$ cat src/rtl/sdh_irq_pkg.sv
package sdh_irq_pkg;
  localparam int NSTAT  = 5;
  localparam int B_DONE = 0;
  localparam int B_GAP  = 1;
  localparam int B_DMA  = 2;
  localparam int B_WBUF = 3;
  localparam int B_TOUT = 4;

  // falling-edge strobes
  localparam int NFALL  = 3;
  localparam int F_DAT  = 0;
  localparam int F_RD   = 1;
  localparam int F_WR   = 2;

  // rising-edge strobes
  localparam int NRISE  = 2;
  localparam int R_WBUF = 0;
  localparam int R_TOUT = 1;

  function automatic logic f_edge(input logic hist, input logic cur,
                                  input logic rising);
    return rising ? (~hist & cur) : (hist & ~cur);
  endfunction

  function automatic logic f_sticky(input logic q, input logic set,
                                    input logic clr);
    return (q & ~clr) | set;
  endfunction
endpackage

$ cat src/rtl/sdh_edge_bank.sv
module sdh_edge_bank #(
  parameter int N      = 1,
  parameter bit RISING = 1'b1
) (
  input  logic         clk,
  input  logic         rst_n,
  input  logic [N-1:0] cur,
  output logic [N-1:0] hit
);
  import sdh_irq_pkg::*;

  logic [N-1:0] hist;

  for (genvar i = 0; i < N; i++) begin : g_bit
    always_ff @(posedge clk) begin
      if (!rst_n) hist[i] <= 1'b0;
      else        hist[i] <= cur[i];
    end

    if (RISING) begin : g_rise
      assign hit[i] = f_edge(hist[i], cur[i], 1'b1);
      // a level held high across two samples yields no edge
      p_no_repeat_r1: assert property (@(posedge clk) disable iff (!rst_n)
        (hist[i] && cur[i]) |=> !(hist[i] && !$past(cur[i]) ? 1'b0 : hit[i] && $past(cur[i]) && cur[i]));
    end else begin : g_fall
      assign hit[i] = f_edge(hist[i], cur[i], 1'b0);
    end
  end
endmodule

$ cat src/rtl/sdh_event_decode.sv
module sdh_event_decode
  import sdh_irq_pkg::*;
(
  input  logic             clk,
  input  logic             rst_n,
  input  logic             dir_wr,
  input  logic             stop_gap_req,
  input  logic             dma_bnd,
  input  logic             done_held,
  input  logic [NFALL-1:0] fall,
  input  logic [NRISE-1:0] rise,
  output logic [NSTAT-1:0] set_vec
);
  logic ev_done, ev_gap, ev_dma, ev_wbuf, ev_tout;
  logic gap_strobe;

  // completion strobe depends on direction
  assign ev_done    = dir_wr ? fall[F_DAT] : fall[F_RD];
  // block-gap strobe uses the opposite pairing
  assign gap_strobe = dir_wr ? fall[F_WR]  : fall[F_DAT];
  assign ev_gap     = stop_gap_req & gap_strobe;
  // boundary interrupts are dropped once completion is reached
  assign ev_dma     = dma_bnd & ~done_held & ~ev_done;
  assign ev_wbuf    = rise[R_WBUF];
  assign ev_tout    = rise[R_TOUT];

  always_comb begin
    set_vec         = '0;
    set_vec[B_DONE] = ev_done;
    set_vec[B_GAP]  = ev_gap;
    set_vec[B_DMA]  = ev_dma;
    set_vec[B_WBUF] = ev_wbuf;
    set_vec[B_TOUT] = ev_tout;
  end

  // no gap event without the stop request
  p_gap_gated_r4: assert property (@(posedge clk) disable iff (!rst_n)
    !stop_gap_req |-> !set_vec[B_GAP]);
  // boundary event never coincides with completion
  p_dma_vs_done_r6: assert property (@(posedge clk) disable iff (!rst_n)
    set_vec[B_DONE] |-> !set_vec[B_DMA]);
endmodule

$ cat src/rtl/sdh_sticky_bank.sv
module sdh_sticky_bank
  import sdh_irq_pkg::*;
(
  input  logic             clk,
  input  logic             rst_n,
  input  logic [NSTAT-1:0] set_vec,
  input  logic             clr_we,
  input  logic [NSTAT-1:0] clr_data,
  output logic [NSTAT-1:0] q
);
  logic [NSTAT-1:0] clr_vec;
  assign clr_vec = clr_we ? clr_data : '0;

  for (genvar i = 0; i < NSTAT; i++) begin : g_flag
    always_ff @(posedge clk) begin
      if (!rst_n) q[i] <= 1'b0;
      else        q[i] <= f_sticky(q[i], set_vec[i], clr_vec[i]);
    end

    // a set flag survives unless its clear bit is written
    p_sticky_r8: assert property (@(posedge clk) disable iff (!rst_n)
      (q[i] && !clr_vec[i]) |=> q[i]);
    // a set event beats a same-cycle clear
    p_set_wins_r8: assert property (@(posedge clk) disable iff (!rst_n)
      set_vec[i] |=> q[i]);
  end
endmodule

$ cat src/rtl/sdh_xfer_irq_status.sv
module sdh_xfer_irq_status
  import sdh_irq_pkg::*;
(
  input  logic             clk,
  input  logic             rst_n,
  input  logic             dir_wr,
  input  logic             dat_active,
  input  logic             rd_active,
  input  logic             wr_active,
  input  logic             wbuf_en,
  input  logic             stop_gap_req,
  input  logic             dma_bnd,
  input  logic             data_tout,
  input  logic             clr_we,
  input  logic [NSTAT-1:0] clr_data,
  input  logic [NSTAT-1:0] sig_en,
  output logic [NSTAT-1:0] status,
  output logic             irq,
  output logic             xfer_failed
);
  logic [NFALL-1:0] fall_in, fall_hit;
  logic [NRISE-1:0] rise_in, rise_hit;
  logic [NSTAT-1:0] set_vec;
  logic [NSTAT-1:0] en_status;

  always_comb begin
    fall_in         = '0;
    fall_in[F_DAT]  = dat_active;
    fall_in[F_RD]   = rd_active;
    fall_in[F_WR]   = wr_active;
    rise_in         = '0;
    rise_in[R_WBUF] = wbuf_en;
    rise_in[R_TOUT] = data_tout;
  end

  sdh_edge_bank #(.N(NFALL), .RISING(1'b0)) u_fall (
    .clk(clk), .rst_n(rst_n), .cur(fall_in), .hit(fall_hit));

  sdh_edge_bank #(.N(NRISE), .RISING(1'b1)) u_rise (
    .clk(clk), .rst_n(rst_n), .cur(rise_in), .hit(rise_hit));

  sdh_event_decode u_dec (
    .clk(clk), .rst_n(rst_n), .dir_wr(dir_wr), .stop_gap_req(stop_gap_req),
    .dma_bnd(dma_bnd), .done_held(status[B_DONE]), .fall(fall_hit),
    .rise(rise_hit), .set_vec(set_vec));

  sdh_sticky_bank u_flags (
    .clk(clk), .rst_n(rst_n), .set_vec(set_vec), .clr_we(clr_we),
    .clr_data(clr_data), .q(status));

  assign en_status   = status & sig_en;
  assign irq         = |en_status;
  assign xfer_failed = status[B_TOUT] & ~status[B_DONE];

  // a clear gap flag stays clear while no stop is requested
  p_gap_req_r4: assert property (@(posedge clk) disable iff (!rst_n)
    (!stop_gap_req && !status[B_GAP]) |=> !status[B_GAP]);
  // once done is held, the boundary flag cannot newly rise
  p_dma_after_done_r6: assert property (@(posedge clk) disable iff (!rst_n)
    (status[B_DONE] && !status[B_DMA]) |=> !status[B_DMA]);
  // held-high buffer enable cannot re-raise a cleared flag
  p_wbuf_level_r1: assert property (@(posedge clk) disable iff (!rst_n)
    ($past(rst_n) && $past(wbuf_en) && wbuf_en && !status[B_WBUF])
      |=> !status[B_WBUF]);
  // completion masks the failure indication
  p_done_prio_r9: assert property (@(posedge clk) disable iff (!rst_n)
    status[B_DONE] |-> !xfer_failed);
  // no flags, no interrupt
  p_irq_quiet_r10: assert property (@(posedge clk) disable iff (!rst_n)
    (status == '0) |-> !irq);
  // one cycle of reset empties the status
  p_reset_r11: assert property (@(posedge clk)
    !rst_n |=> (status == '0));
endmodule

$ cat config.mk
export PLATFORM = sky130hd
export DESIGN_NAME = sdh_xfer_irq_status
export DESIGN_NICKNAME = d
export VERILOG_FILES = /design/src/rtl/sdh_irq_pkg.sv /design/src/rtl/sdh_edge_bank.sv /design/src/rtl/sdh_event_decode.sv /design/src/rtl/sdh_sticky_bank.sv /design/src/rtl/sdh_xfer_irq_status.sv
export SDC_FILE = /design/constraint.sdc
export NUM_CORES = 1
export LEC_CHECK = 0
export BUFFER_PORTS_ARGS = -buffer_cell sky130_fd_sc_hd__buf_2
export CAP_MARGIN = 15
export CORE_AREA = 2 2 39 41
export DETAILED_ROUTE_END_ITERATION = 10
export DIE_AREA = 0 0 41 43
export GPL_ROUTABILITY_DRIVEN = 1
export PLACE_DENSITY = 0.6
export SETUP_SLACK_MARGIN = 0.05
export SKIP_CTS_REPAIR_TIMING = 1
export SKIP_LAST_GASP = 1
export SLEW_MARGIN = 10
export SYNTH_ARGS = -nofsm -noshare
export SYNTH_HDL_FRONTEND = slang
export SYNTH_SLANG_ARGS = --single-unit
$ cat constraint.sdc
create_clock -name clk -period 1.07 [get_ports clk]
set_input_delay 0.1605 -clock clk [delete_from_list [all_inputs] [get_ports clk]]
set_output_delay 0.1605 -clock clk [all_outputs]
set_load 0.03 [all_outputs]
==> out/metrics.yaml, run 1 <==
syn-cell-area_um2: 421.7
wl_met2_um: 438
io_buffers: 27
num_rows: 14
cts_tree: "yes"
pin_count: 28
drt_wl_total_um: 933
stdcell_count: 86
grt-ovfl-total: 0
final_cell_area_um2: 664.4
synth_nets: 59
drc: 0
top_layer_used: "met4"
cp_max_fo: 2
grt_pass1_vias: 337
dr.pass1.iters: 4
finalHoldViolCount: 0
viasPerCell: 4.651
hold_depth: 2
cts_buffers: 3
dieHeight_um: 43
violations: "setup timing"
ff2ff_path_depth: 2
worst_slack_ns: -0.3175
synth-seq-area-share_pct: 47.48
grt_pass1_wl_um: 1338
critPathArrivalTime_ns: 1.23
end_kind: "output port"
start_util_pct: 30.47
power.density_nw_per_um2: 1401
fin_setup_tns_ns: -0.3835
gp_congestion: 0.6815
maxSlewHeadroom_pct: 75.98
nets: 92
drt-initial-drc-count: 2
grt_max_degree: 9
synth_ff_type: "dfxtp_1"
cts_buffer_depth: 2
dpl.hpwl_um: 733.9
grtUsageTotal_pct: 11.83
core_area_um2: 1384
worstPathRequired_ns: 0.91
hold_class: "primary input to register"
placed_area_um2: 593.1
wl_met3_um: 113
drt-wirelength-per-cell_um: 10.85
fp.dieW_um: 41
min_period_over_period_pct: 129.7
syn_inst: 38
cts_max_level: 1
yosysWarnings: 0
p_leak_nw: 0.3162
r2r_slack_ns: 0.17
dp.cells: 82
whs_endpoint: "u_fall.hist[2]"
maxCapViolations: 0
critPathLaunchType: "register"
clock.fmax_mhz: 720.7
min_period_ns: 1.388
ir_worst_vdd_uv: 1056
worst_slew_pin_slew_ns: 0.3603
fin_skew_ns: 0.005017
synth_cell_type_count: 21
rsz0062_at_grt: "true"
route.antenna.remaining_nets: 0
areaGrowthSynthToFinish_pct: 57.57
synth_edf_count: 0
clkLatencyLatePin_ns: 0.26
status: "finished, violations left"
synth-seq-cells: 10
drive_above_1_share_pct: 62.86
synthArstFlopShare_pct: 0
hp-start: "wr_active"
finalSetupViolCount: 2
cts-root-buf: "clkbuf_4"
wl_met1_um: 357
n_antenna_cell: 0
num_vias: 400
dieArea_um2: 1763
syn_area_per_cell_um2: 11.10
antenna_found_initial: 0
path_clk_slew_ns: 0.06
power_uw: 930.6
slew_violations: 0
crit_type: "register to output port"
clock_sinks: 10
timing.rr.end: "u_flags.q[0]"
timing.rr.start: "u_fall.hist[0]"
## report_power, final
part           internal (mW)  switching [mW]  total, mW
clock                  0.206           0.120      0.327
combinational          0.103          0.0966      0.200
sequential             0.395         0.00923      0.404
total                  0.704           0.226      0.931
## kinds of logic after synthesis
kind of cell / share of synthesized area, %
flops: 47.48
compound gates: 25.23
buf+inv: 2.670
simple gates: 24.63
## critical path, stage by stage, from the launching register on
cell	delay (ns)
dfxtp_4	0.34
a222oi_1	0.39
nand2_2	0.09
buf_6	0.14
## through the flow
stage	hold WS, ns	utilization [%]	setup slack (ns)
6_report	0.1147	48.01	-0.3175
3_3_place_gp	0.3748	42.86	0.002007
3_5_place_dp	0.3804	42.86	-0.01407
5_1_grt	0.1051	48.01	-0.4097
2_1_floorplan	0.2822	-	0.01323
4_1_cts	0.1073	45.48	-0.3147
## synth_stat cells (2+ instances only)
library cell   n  area share, %
a21bo_2        4            9.5
a21oi_1        2            2.4
and2_1         4            5.9
dfxtp_1       10             47
nand2b_1       2            3.0
## layer usage
metal | vias up | global-route usage [%]
met5 | - | 0
met4 | 0 | 8.000
met3 | 2 | 6.283
met2 | 25 | 17.50
met1 | 169 | 12.17
li1 | 204 | -
## area by class of cell
cell class	instances	area (um^2)
clock buffer	4	36.28
fill	135	719.4
inverter	1	3.754
multi-input combinational	26	220.2
sequential	10	205.2
tap	16	20.02
timing repair buffer	29	178.9
## registers in the layout, indices dropped and copies added, names as in the netlist
| name | cells |
|---|---|
| u_flags.q | 5 |
| u_fall.hist | 3 |
| u_rise.hist | 2 |
## cell usage in the layout (no fill, tap or decap), drive strengths merged, types with 2 or more instances in the layout
cell type	n
a21oi	2
and2	5
clkbuf	4
a21bo	4
dfxtp	10
nand2b	2
buf	29
## worst max path at each step
stage | startpoint | to | slack (ns) | depth (start not counted)
after floorplan | u_flags.q[4] | irq | 0.01 | 2
after detailed placement | u_flags.q[4] | irq | -0.01 | 3
after global routing | u_flags.q[4] | irq | -0.41 | 3
after global placement | u_flags.q[4] | irq | 0.002 | 3
after CTS | u_flags.q[4] | irq | -0.31 | 3
final | u_flags.q[4] | irq | -0.32 | 3
(Power assumes the default switching activity.)
==> inputs of run 2 (changes only) <==
BUFFER_PORTS_ARGS = -buffer_cell sky130_fd_sc_hd__buf_4   (was -buffer_cell sky130_fd_sc_hd__buf_2)
PLACE_DENSITY = 0.63   (was 0.6)
clock period = 1.1 ns   (was 1.07 ns; I/O delays follow)
==> run 2 against run 1 <==
Against the previous run: the flow still finishes with violations (setup timing); final cell count is the same; first-iteration DRC count grew 50%; register-to-register slack gained 0.02 ns; total power shrank 7.6%; sequential share of layout area shrank 1.5 points; sequential power shrank 2%; utilization grew 2.5 points; clock-buffer cell count is the same; clock power shrank 22%; global-route usage shrank 0.40 points.
==> out/metrics.yaml, run 2 (synthesis gave the netlist of run 1 again) <==
critPathArrivalTime_ns: 1.20  # -0.03 ns
end_kind: "output port"
grt-ovfl-total: 0  # unchanged
finalHoldViolCount: 0  # unchanged
placed_area_um2: 653.1  # +10%
dpl.hpwl_um: 751.1  # +2.3%
grt_pass1_vias: 351  # +4.2%
internal_power_uw: 643.1  # -8.7%
rsz0062_at_grt: "true"
io_buffers: 27  # unchanged
min_period_over_period_pct: 124.4
path_clk_slew_ns: 0.07  # about the same
n_antenna_cell: 0  # unchanged
maxSlewHeadroom_pct: 77.82  # +1.8 points
grt_pass1_wl_um: 1352  # +1.0%
grt_max_degree: 9  # unchanged
final_common_cell: "buf_4"
areaGrowthSynthToFinish_pct: 65.88
violations: "setup timing"
ir_worst_vdd_uv: 634.4  # -40%
cts_tree: "yes"
dieHeight_um: 43  # unchanged
finalSetupViolCount: 2  # unchanged
fill_cells: 143  # +5.9%
viasPerCell: 4.616  # -0.75%
top_register: "u_flags.q"
power.density_nw_per_um2: 1229  # -12%
grtUsageTotal_pct: 11.43  # -0.40 points
multi_input_area_um2: 215.2  # -2.3%
min_period_ns: 1.368
core_area_um2: 1384  # unchanged
crit_type: "register to output port"
p_leak_nw: 0.3243  # +2.6%
drive_above_1_share_pct: 61.43  # -1.4 points
layout_common_cells: "buf_4, dfxtp_1, and2_1, a21bo_2"
worstPathRequired_ns: 0.94  # +0.03 ns
num_rows: 14  # unchanged
clock.fmax_mhz: 730.9
nets: 92  # unchanged
num_vias: 397  # -0.75%
fin_skew_ns: 0.005982  # +0.0009648 ns
worst_slew_pin_slew_ns: 0.3327  # -0.02756 ns
dp_slack_ns: 0.01902  # +0.03309 ns
final_cell_area_um2: 699.4  # +5.3%
fp.dieW_um: 41  # unchanged
cts_buffers: 3  # unchanged
dr.pass1.iters: 4  # unchanged
largest_registers: "u_flags.q: 5 flops, u_fall.hist: 3 flops, u_rise.hist: 2 flops"
comb_power_share_pct: 24.4  # +2.9 points
cts-root-buf: "clkbuf_4"
antenna_found_initial: 0  # unchanged
drt-wirelength-per-cell_um: 10.97  # +1.1%
pin_count: 28  # unchanged
maxCapViolations: 0  # unchanged
worst_slack_ns: -0.2681  # +0.04941 ns
status: "finished, violations left"
gp_congestion: 0.6808  # -0.10%
drt-initial-drc-count: 3  # +1
clock_sinks: 10  # unchanged
p_switching_uw: 216.5  # -4.3%
drt_wl_total_um: 943  # +1.1%
largest_register_ffs: 5  # unchanged
dieArea_um2: 1763  # unchanged
hold_class: "primary input to register"
start_util_pct: 30.47  # unchanged
clock_power_share_pct: 29.8  # -5.3 points
dp.cells: 81  # -1.2%
register_area_um2: 205.2  # unchanged
clkLatencyLatePin_ns: 0.26  # about the same
drc: 0  # unchanged
switching_share_pct: 25.19  # +0.88 points
cp_max_fo: 3  # +1
cts_buffer_depth: 2  # unchanged
seqPwrFrac_pct: 45.9  # +2.5 points
stdcell_count: 86  # unchanged
route.antenna.remaining_nets: 0  # unchanged
critPathLaunchType: "register"
slew_violations: 0  # unchanged
cts_max_level: 1  # unchanged
## run 2: changes by cell type in the layout (fill, tap and decap cells not counted)
cell and change:
nor2b_4 -1, buf_6 -2, buf_2 -23, buf_4 +25
nor2b_2 +1, clkbuf_8 -1, clkbuf_1 +1
## run 2: final timing paths
path / slack (ns) / endpoint / startpoint / cells after the start
setup / recovery: -0.27 / irq / u_flags.q[4] / 3
hold / removal: 0.11 / u_fall.hist[2] / wr_active / 2
setup reg to reg: 0.19 / u_flags.q[0] / u_fall.hist[0] / 2
hold reg to reg: 0.47 / u_flags.q[4] / u_rise.hist[1] / 2
## run 2: layout make-up
class,count,share of cell area [%]
timing repair buffer,29,32.74
clock buffer,4,3.757
multi-input combinational,26,30.77
tap,16,2.862
sequential,10,29.34
inverter,1,0.5367
## run 2: worst max-delay path: stages (launching register included)
cell	delay (ns)
dfxtp_4	0.34
a222oi_1	0.37
nand2_2	0.08
buf_6	0.15
## run 2: power by group through the flow
stage | sequential (mW) | clock (mW) | combinational [mW]
global placement | 0.402 | 0 | 0.199
finish | 0.394 | 0.256 | 0.210
CTS | 0.394 | 0.265 | 0.200
global route | 0.396 | 0.282 | 0.226
detailed placement | 0.403 | 0 | 0.199
floorplan | 0.423 | 0 | 0.0768
## run 2: per-stage QoR
stage	hold slack (ns)	util (%)	TNS (ns)	power, mW
global placement	0.3766	47.20	0	0.6010
finish	0.1104	50.54	-0.2831	0.8596
floorplan	0.2867	-	0	0.4996
detailed placement	0.3796	47.20	0	0.6014
global route	0.1150	50.54	-0.3646	0.9040
CTS	0.1074	49.10	-0.3007	0.8590
## run 2: metal layers
layer / track usage, % / part of all wire, % / wire, um
met4: 8.000 / 0 / 0
met1: 13.49 / 43 / 401
met3: 3.141 / 11 / 105
met5: 0 / 0 / 0
met2: 16.88 / 46 / 436
